### src/rtl/rrom_pkg.sv
package rrom_pkg;

  // Configuration byte bits [2:0]; the packed order places addrLatched at bit 0.
  typedef struct packed {
    logic syncEnable;   // bit 2: enable sampled on the clock edge
    logic aleLow;       // bit 1: latch enable active low
    logic addrLatched;  // bit 0: address held by the latch
  } cfg_t;

  // Strobes from control to datapath.
  typedef struct packed {
    logic arrayWr;      // write ldData into the array
    logic holdLoad;     // capture addrIn into the hold register
    logic selLive;      // read from addrIn instead of the hold register
  } strobe_t;

endpackage

### src/rtl/rrom_ctrl.sv
module rrom_ctrl
  import rrom_pkg::*;
#(
  parameter int ADDR_W = 8
) (
  input  logic              clk,
  input  logic              rst,
  input  logic              aleIn,
  input  logic              enIn,
  input  logic              ldWe,
  input  logic [ADDR_W:0]   ldAddr,
  input  logic [2:0]        cfgData,
  output strobe_t           strobe,
  output logic              outValid
);

  localparam logic [ADDR_W:0] CfgAddr = {1'b1, {ADDR_W{1'b0}}};

  cfg_t cfgReg;
  logic enSync;
  logic aleActive;
  logic cfgWr;

  always_comb begin
    aleActive       = cfgReg.aleLow ? !aleIn : aleIn;
    cfgWr           = ldWe && (ldAddr == CfgAddr);
    strobe.arrayWr  = ldWe && !ldAddr[ADDR_W];
    strobe.selLive  = !cfgReg.addrLatched || aleActive;
    strobe.holdLoad = cfgReg.addrLatched && aleActive;
    outValid        = cfgReg.syncEnable ? enSync : !enIn;
  end

  always_ff @(posedge clk) begin
    if (rst) begin
      cfgReg <= '0;
      enSync <= 1'b0;
    end else begin
      if (cfgWr) cfgReg <= cfg_t'(cfgData);
      enSync <= !enIn;
    end
  end

  // in clocked mode the valid flag reflects the pin sampled one edge earlier
  assert_sync_follow_R6: assert property (@(posedge clk) disable iff (rst)
    (cfgReg.syncEnable && $past(cfgReg.syncEnable) && !$past(rst))
      |-> (outValid == !$past(enIn)));

  // in combinational mode the valid flag tracks the pin
  assert_async_follow_R7: assert property (@(posedge clk) disable iff (rst)
    !cfgReg.syncEnable |-> (outValid == !enIn));

  // the configuration returns to default after reset
  assert_cfg_default_R9: assert property (@(posedge clk) disable iff (rst)
    $past(rst) |-> (cfgReg == '0));

  // transparent mode always reads the live address
  assert_transparent_live_R3: assert property (@(posedge clk) disable iff (rst)
    !cfgReg.addrLatched |-> strobe.selLive);

endmodule

### src/rtl/rrom_datapath.sv
module rrom_datapath
  import rrom_pkg::*;
#(
  parameter int ADDR_W = 8,
  parameter int DATA_W = 8
) (
  input  logic              clk,
  input  logic              rst,
  input  strobe_t           strobe,
  input  logic [ADDR_W-1:0] addrIn,
  input  logic [ADDR_W-1:0] wrAddr,
  input  logic [DATA_W-1:0] wrData,
  input  logic              outEn,
  output logic [DATA_W-1:0] dataOut
);

  localparam int Depth = 2 ** ADDR_W;

  logic [DATA_W-1:0] mem [Depth];
  logic [ADDR_W-1:0] holdAddr;
  logic [ADDR_W-1:0] effAddr;
  logic [DATA_W-1:0] qReg;

  always_comb begin
    effAddr = strobe.selLive ? addrIn : holdAddr;
    dataOut = outEn ? qReg : '0;
  end

  always_ff @(posedge clk) begin
    if (strobe.arrayWr) mem[wrAddr] <= wrData;
  end

  always_ff @(posedge clk) begin
    if (rst) begin
      qReg     <= '0;
      holdAddr <= '0;
    end else begin
      qReg <= mem[effAddr];
      if (strobe.holdLoad) holdAddr <= addrIn;
    end
  end

  // the output register is cleared after reset
  assert_q_reset_R9: assert property (@(posedge clk) disable iff (rst)
    $past(rst) |-> (qReg == '0));

  // disabled outputs read zero
  assert_disabled_quiet_R8: assert property (@(posedge clk) disable iff (rst)
    !outEn |-> (dataOut == '0));

endmodule

### src/rtl/rrom_top.sv
module rrom_top
  import rrom_pkg::*;
#(
  parameter int ADDR_W = 8,
  parameter int DATA_W = 8
) (
  input  logic              clk,
  input  logic              rst,
  input  logic [ADDR_W-1:0] addrIn,
  input  logic              aleIn,
  input  logic              enIn,
  input  logic              ldWe,
  input  logic [ADDR_W:0]   ldAddr,
  input  logic [DATA_W-1:0] ldData,
  output logic [DATA_W-1:0] dataOut,
  output logic              outValid
);

  strobe_t strobe;

  rrom_ctrl #(.ADDR_W(ADDR_W)) u_ctrl (
    .clk      (clk),
    .rst      (rst),
    .aleIn    (aleIn),
    .enIn     (enIn),
    .ldWe     (ldWe),
    .ldAddr   (ldAddr),
    .cfgData  (ldData[2:0]),
    .strobe   (strobe),
    .outValid (outValid)
  );

  rrom_datapath #(.ADDR_W(ADDR_W), .DATA_W(DATA_W)) u_dp (
    .clk     (clk),
    .rst     (rst),
    .strobe  (strobe),
    .addrIn  (addrIn),
    .wrAddr  (ldAddr[ADDR_W-1:0]),
    .wrData  (ldData),
    .outEn   (outValid),
    .dataOut (dataOut)
  );

endmodule

### config.mk
export PLATFORM = sky130hd
export DESIGN_NAME = rrom_top
export DESIGN_NICKNAME = d
export VERILOG_FILES = /design/src/rtl/rrom_pkg.sv /design/src/rtl/rrom_ctrl.sv /design/src/rtl/rrom_datapath.sv /design/src/rtl/rrom_top.sv
export SDC_FILE = /design/constraint.sdc
export NUM_CORES = 2
export LEC_CHECK = 0
export ABC_AREA = 1
export BUFFER_PORTS_ARGS = -buffer_cell sky130_fd_sc_hd__buf_2
export CAP_MARGIN = 20
export CORE_ASPECT_RATIO = 1.25
export CORE_MARGIN = 8
export CORE_UTILIZATION = 23
export DETAILED_ROUTE_END_ITERATION = 10
export SLEW_MARGIN = 15
export SYNTH_ARGS = -nofsm -noshare
export SYNTH_HDL_FRONTEND = slang
export SYNTH_SLANG_ARGS = --single-unit
### constraint.sdc
create_clock -name clk -period 1.9 [get_ports clk]
set_input_delay 0.285 -clock clk [delete_from_list [all_inputs] [get_ports clk]]
set_output_delay 0.285 -clock clk [all_outputs]
set_load 0.01 [all_outputs]
==> summary.txt <==
Outcome
  • Run status: finished with violations
  • Failing checks: negative setup slack

Die
  • Placement row count: 248
  • Height of the die: 692 um
  • Full die area: 385000 um2
  • Horizontal extent of the die: 557 um
  • Starting density of the core: 23.1%
  • Core area: 365000 um2
  • Number of ports placed on the die boundary: 39

Logic synthesis
  • Mean post-synth cell area: 11.8 um2
  • Most used standard cell by instance count after synthesis: nand2_1
  • Async set-reset flop share out of synthesis: 0%
  • Synth unique cells: 22
  • Top-area cell type share of the netlist area: 73.1%
  • Primary FF master, synth: edfxtp_1
  • Sequential area share after synthesis: 73.6%
  • Synth top area cells: edfxtp_1, nand3_1, nand2_1
  • Area of the mapped netlist: 84100 um2
  • Number of instances in the synthesized netlist: 7125
  • Mapped Nets: 7155
  • Cell type contributing the most total cell area after synthesis: edfxtp_1
  • Synthesized flop and latch total: 2068
  • Count of flip-flops with a built-in enable after synthesis: 2048
  • Synthesis Warnings: 0
  • Top post-synthesis cells by count: nand2_1, edfxtp_1, nand3_1

Critical path
  • Element type at the critical path start: flop
  • Cell-by-cell listing of the critical path: inv_2 > nand2_2 > nand3_4 > inv_4 > nand2_1 > o21ai_4 > clkinv_8 > buf_12 > buf_4 > nand3_1 > nand3_1 > nand3_1 > nand3_4 > nand3_1 > nand2_1 > nor2_1 > nor2_1
  • Levels on crit path: 17
  • Worst path arrival time: 3.61 ns
  • Reg-to-reg setup timing slack: -0.98 ns
  • WP buf/inv: 5
  • Kind of capture point of the worst setup path: flop
  • Maximum net fanout on the critical path: 30
  • Kind of cell with the highest combined delay on the critical path: simple AND/OR/NAND/NOR gates
  • Most common cell on crit path: nand3_1
  • Path depth of the worst reg2reg path: 17
  • Crit-path max cell delay: 0.37 ns
  • Class of the most critical setup path: flop to flop
  • Required time of the critical path: 2.63 ns
  • Critical Path Slowest Stage Cell: dfxtp_4

Power and ir drop
  • Switching component of the power: 22.2 mW
  • Combinational share of power: 8.4%
  • Proportion of total power due to net switching: 22.8%
  • Static Leak: 37.9 nW
  • Sequential share of power: 51.7%
  • Power per Cell Area: 906 nW/um2
  • Internal power component: 74.8 mW
  • Clock power frac: 39.8%
  • Worst-case vdd ir drop: 673 uV

Final layout
  • Fin area: 107000 um2
  • Signed area change from the synthesized netlist to the final layout: 27.3%
  • Fin nets: 7880
  • Number of filler instances in the final layout: 36600
  • Footprint of the multi-input gates: 21300 um2
  • Register Area: 61900 um2
  • Ratio of cells with drive above 1 in the final layout: 19.8%

Clocking
  • CTS tree: built
  • Clock Root Buffer: clkbuf_16
  • Largest buffer count on any clock path: 4
  • TritonCTS buffer count: 192
  • Number of H-tree levels: 4
  • Clock-pin slew on the worst setup and hold paths: 0.07 ns
  • Skew-Pair Late Insertion Delay: 0.86 ns
  • Number of clock sinks seen by CTS: 2068

Placed design
  • Number of port buffers: 38
  • Detailed Place HPWL: 171000 um
  • Worst Setup Slack post-DPL: -1.52 ns
  • Cell area after placement: 96500 um2
  • Gp weighted congestion: 0.876

Timing
  • Count of endpoints failing hold in the final timing report: 0
  • Worst setup slack after layout: -0.984 ns
  • Transition time at the pin with the least slew margin: 1.01 ns
  • Final period utilization: 152%
  • Setup violations, final: 17
  • Fmax: 0.347 GHz
  • Fin. max-slew vios: 0
  • Unrepaired setup endpoints after global routing: true
  • Tightest slew margin relative to the limit: 32.8%
  • Final Critical Period: 2.88 ns
  • Worst clock skew: 0.0513 ns

Detailed routing
  • Mean number of vias per cell: 4.61
  • Average detailed-routed wire length per instance: 20.9 um
  • Wire length after detailed routing: 270000 um
  • # DRC: 0
  • Total number of vias: 59300
  • DR pass1 iterations: 9
  • Number of DRC markers in iteration 0: 6115
  • Number of nets with antenna violations after routing: 0

Global routing
  • GRT overflow: 0
  • Initial antenna violation count: 17
  • Total GRT Usage: 13.1%
  • Global-route wire length before repair: 383000 um
  • Number of global-route vias before repair: 57200
  • Pin count of the biggest net entering global routing: 66

Flow run
  • MaxCap Viol Count: 0

Hold path
  • Worst hold path class: primary input to flop
  • Cell depth of the worst hold path: 4
stage by stage:
stage / util (%) / std cells / hold WS (ns) / TNS (ns) / power [mW]
finish: 29.4 / 12900 / 0.0756 / -9.59 / 97.0
global route: 29.4 / 12900 / 0.0887 / -10.79 / 99.3
CTS: 28.7 / 12800 / 0.0190 / -10.13 / 96.8
detailed placement: 26.5 / 12400 / 0.437 / -11.83 / 58.1
global placement: 26.5 / 12400 / 0.433 / -12.14 / 58.1
floorplan: - / 7125 / 0.352 / -3.05 / 54.3
logic make-up (layout without fill, tap and decap cells):
group | after synthesis | count (layout) | share of synthesized area [%]
AOI/OAI and AO/OA | 56 | 56 | 0.354
buffers and inverters | 548 | 1422 | 3.17
DFF | 2068 | 2068 | 73.6
other | 0 | 9 | 0
and+or+nand+nor | 4453 | 4454 | 22.9
final cells by class:
cell class                 count  share of cell area [%]
clock buffer                 237                    4.69
sequential                  2068                    57.8
tap                         4875                    5.70
clock inverter               107                    1.04
antenna                        9                  0.0210
multi-input combinational   4510                    19.9
timing repair buffer        1010                    10.6
inverter                      68                   0.264
layout by cell type, fill, tap and decap left out, drive strengths merged, types with 8 or more instances in the layout:
cell type / netlist / routed
clkinv: 0 / 73
edfxtp: 2048 / 2048
inv: 68 / 74
nor2: 355 / 355
diode: 0 / 9
o22ai: 8 / 8
nand3: 1984 / 1984
dlygate4sd3: 0 / 20
bufinv: 0 / 22
nand2: 2108 / 2109
clkbuf: 80 / 266
a21oi: 16 / 16
dfxtp: 20 / 20
o21ai: 32 / 32
buf: 400 / 954
sequential cells by signal, indices dropped and copies added, names as in the netlist:
name / count
u_dp.holdAddr: 8
u_dp.mem: 2048
u_ctrl.cfgReg: 3
u_ctrl.enSync: 1
u_dp.qReg: 8
worst reg2reg max path, cell delays in order, from the launching register on:
cell and delay [ns]:
dfxtp_4 0.37, inv_2 0.05, nand2_2 0.07, nand3_4 0.18
inv_4 0.14, nand2_1 0.09, o21ai_4 0.15, clkinv_8 0.18
buf_12 0.22, buf_4 0.22, nand3_1 0.13, nand3_1 0.17
nand3_1 0.25, nand3_4 0.20, nand3_1 0.14, nand2_1 0.06
nor2_1 0.08, nor2_1 0.05
per-layer routing:
metal	GRT usage [%]	share of wire [%]	up-vias
met1	16.1	38	29400
met5	0	0.050	-
met3	1.97	7.4	583
met4	5.74	4.9	20
met2	22.8	50	2573
li1	-	-	26700
power groups by stage:
stage               Sequential [mW]  Combinational (mW)  Clock (mW)
floorplan                      51.2                3.14           0
global placement               51.2                6.88           0
detailed placement             51.2                6.91           0
CTS                            50.2                7.56        39.1
global route                   50.2                8.62        40.6
finish                         50.2                8.18        38.6
path summary, 6_finish.rpt:
path | end | start
worst max-delay path | u_dp.qReg[6] | u_ctrl.cfgReg[1]
worst min-delay path | u_dp.holdAddr[4] | addrIn[4]
worst max register to register | u_dp.qReg[6] | u_ctrl.cfgReg[1]
worst min register to register | u_dp.holdAddr[6] | u_dp.holdAddr[6]
repair_timing:
| action | CTS | global route |
|---|---|---|
| hold buffers | 20 | 0 |
| setup buffers | 31 | 39 |
| pin swaps | 20 | 52 |
| endpoints found under the hold margin | 282 | 0 |
| gates cloned | 18 | 29 |
| resized for setup | 231 | 268 |
| endpoints found under the setup margin | 17 | 17 |
Note: power is estimated with default switching activity, not from simulation.
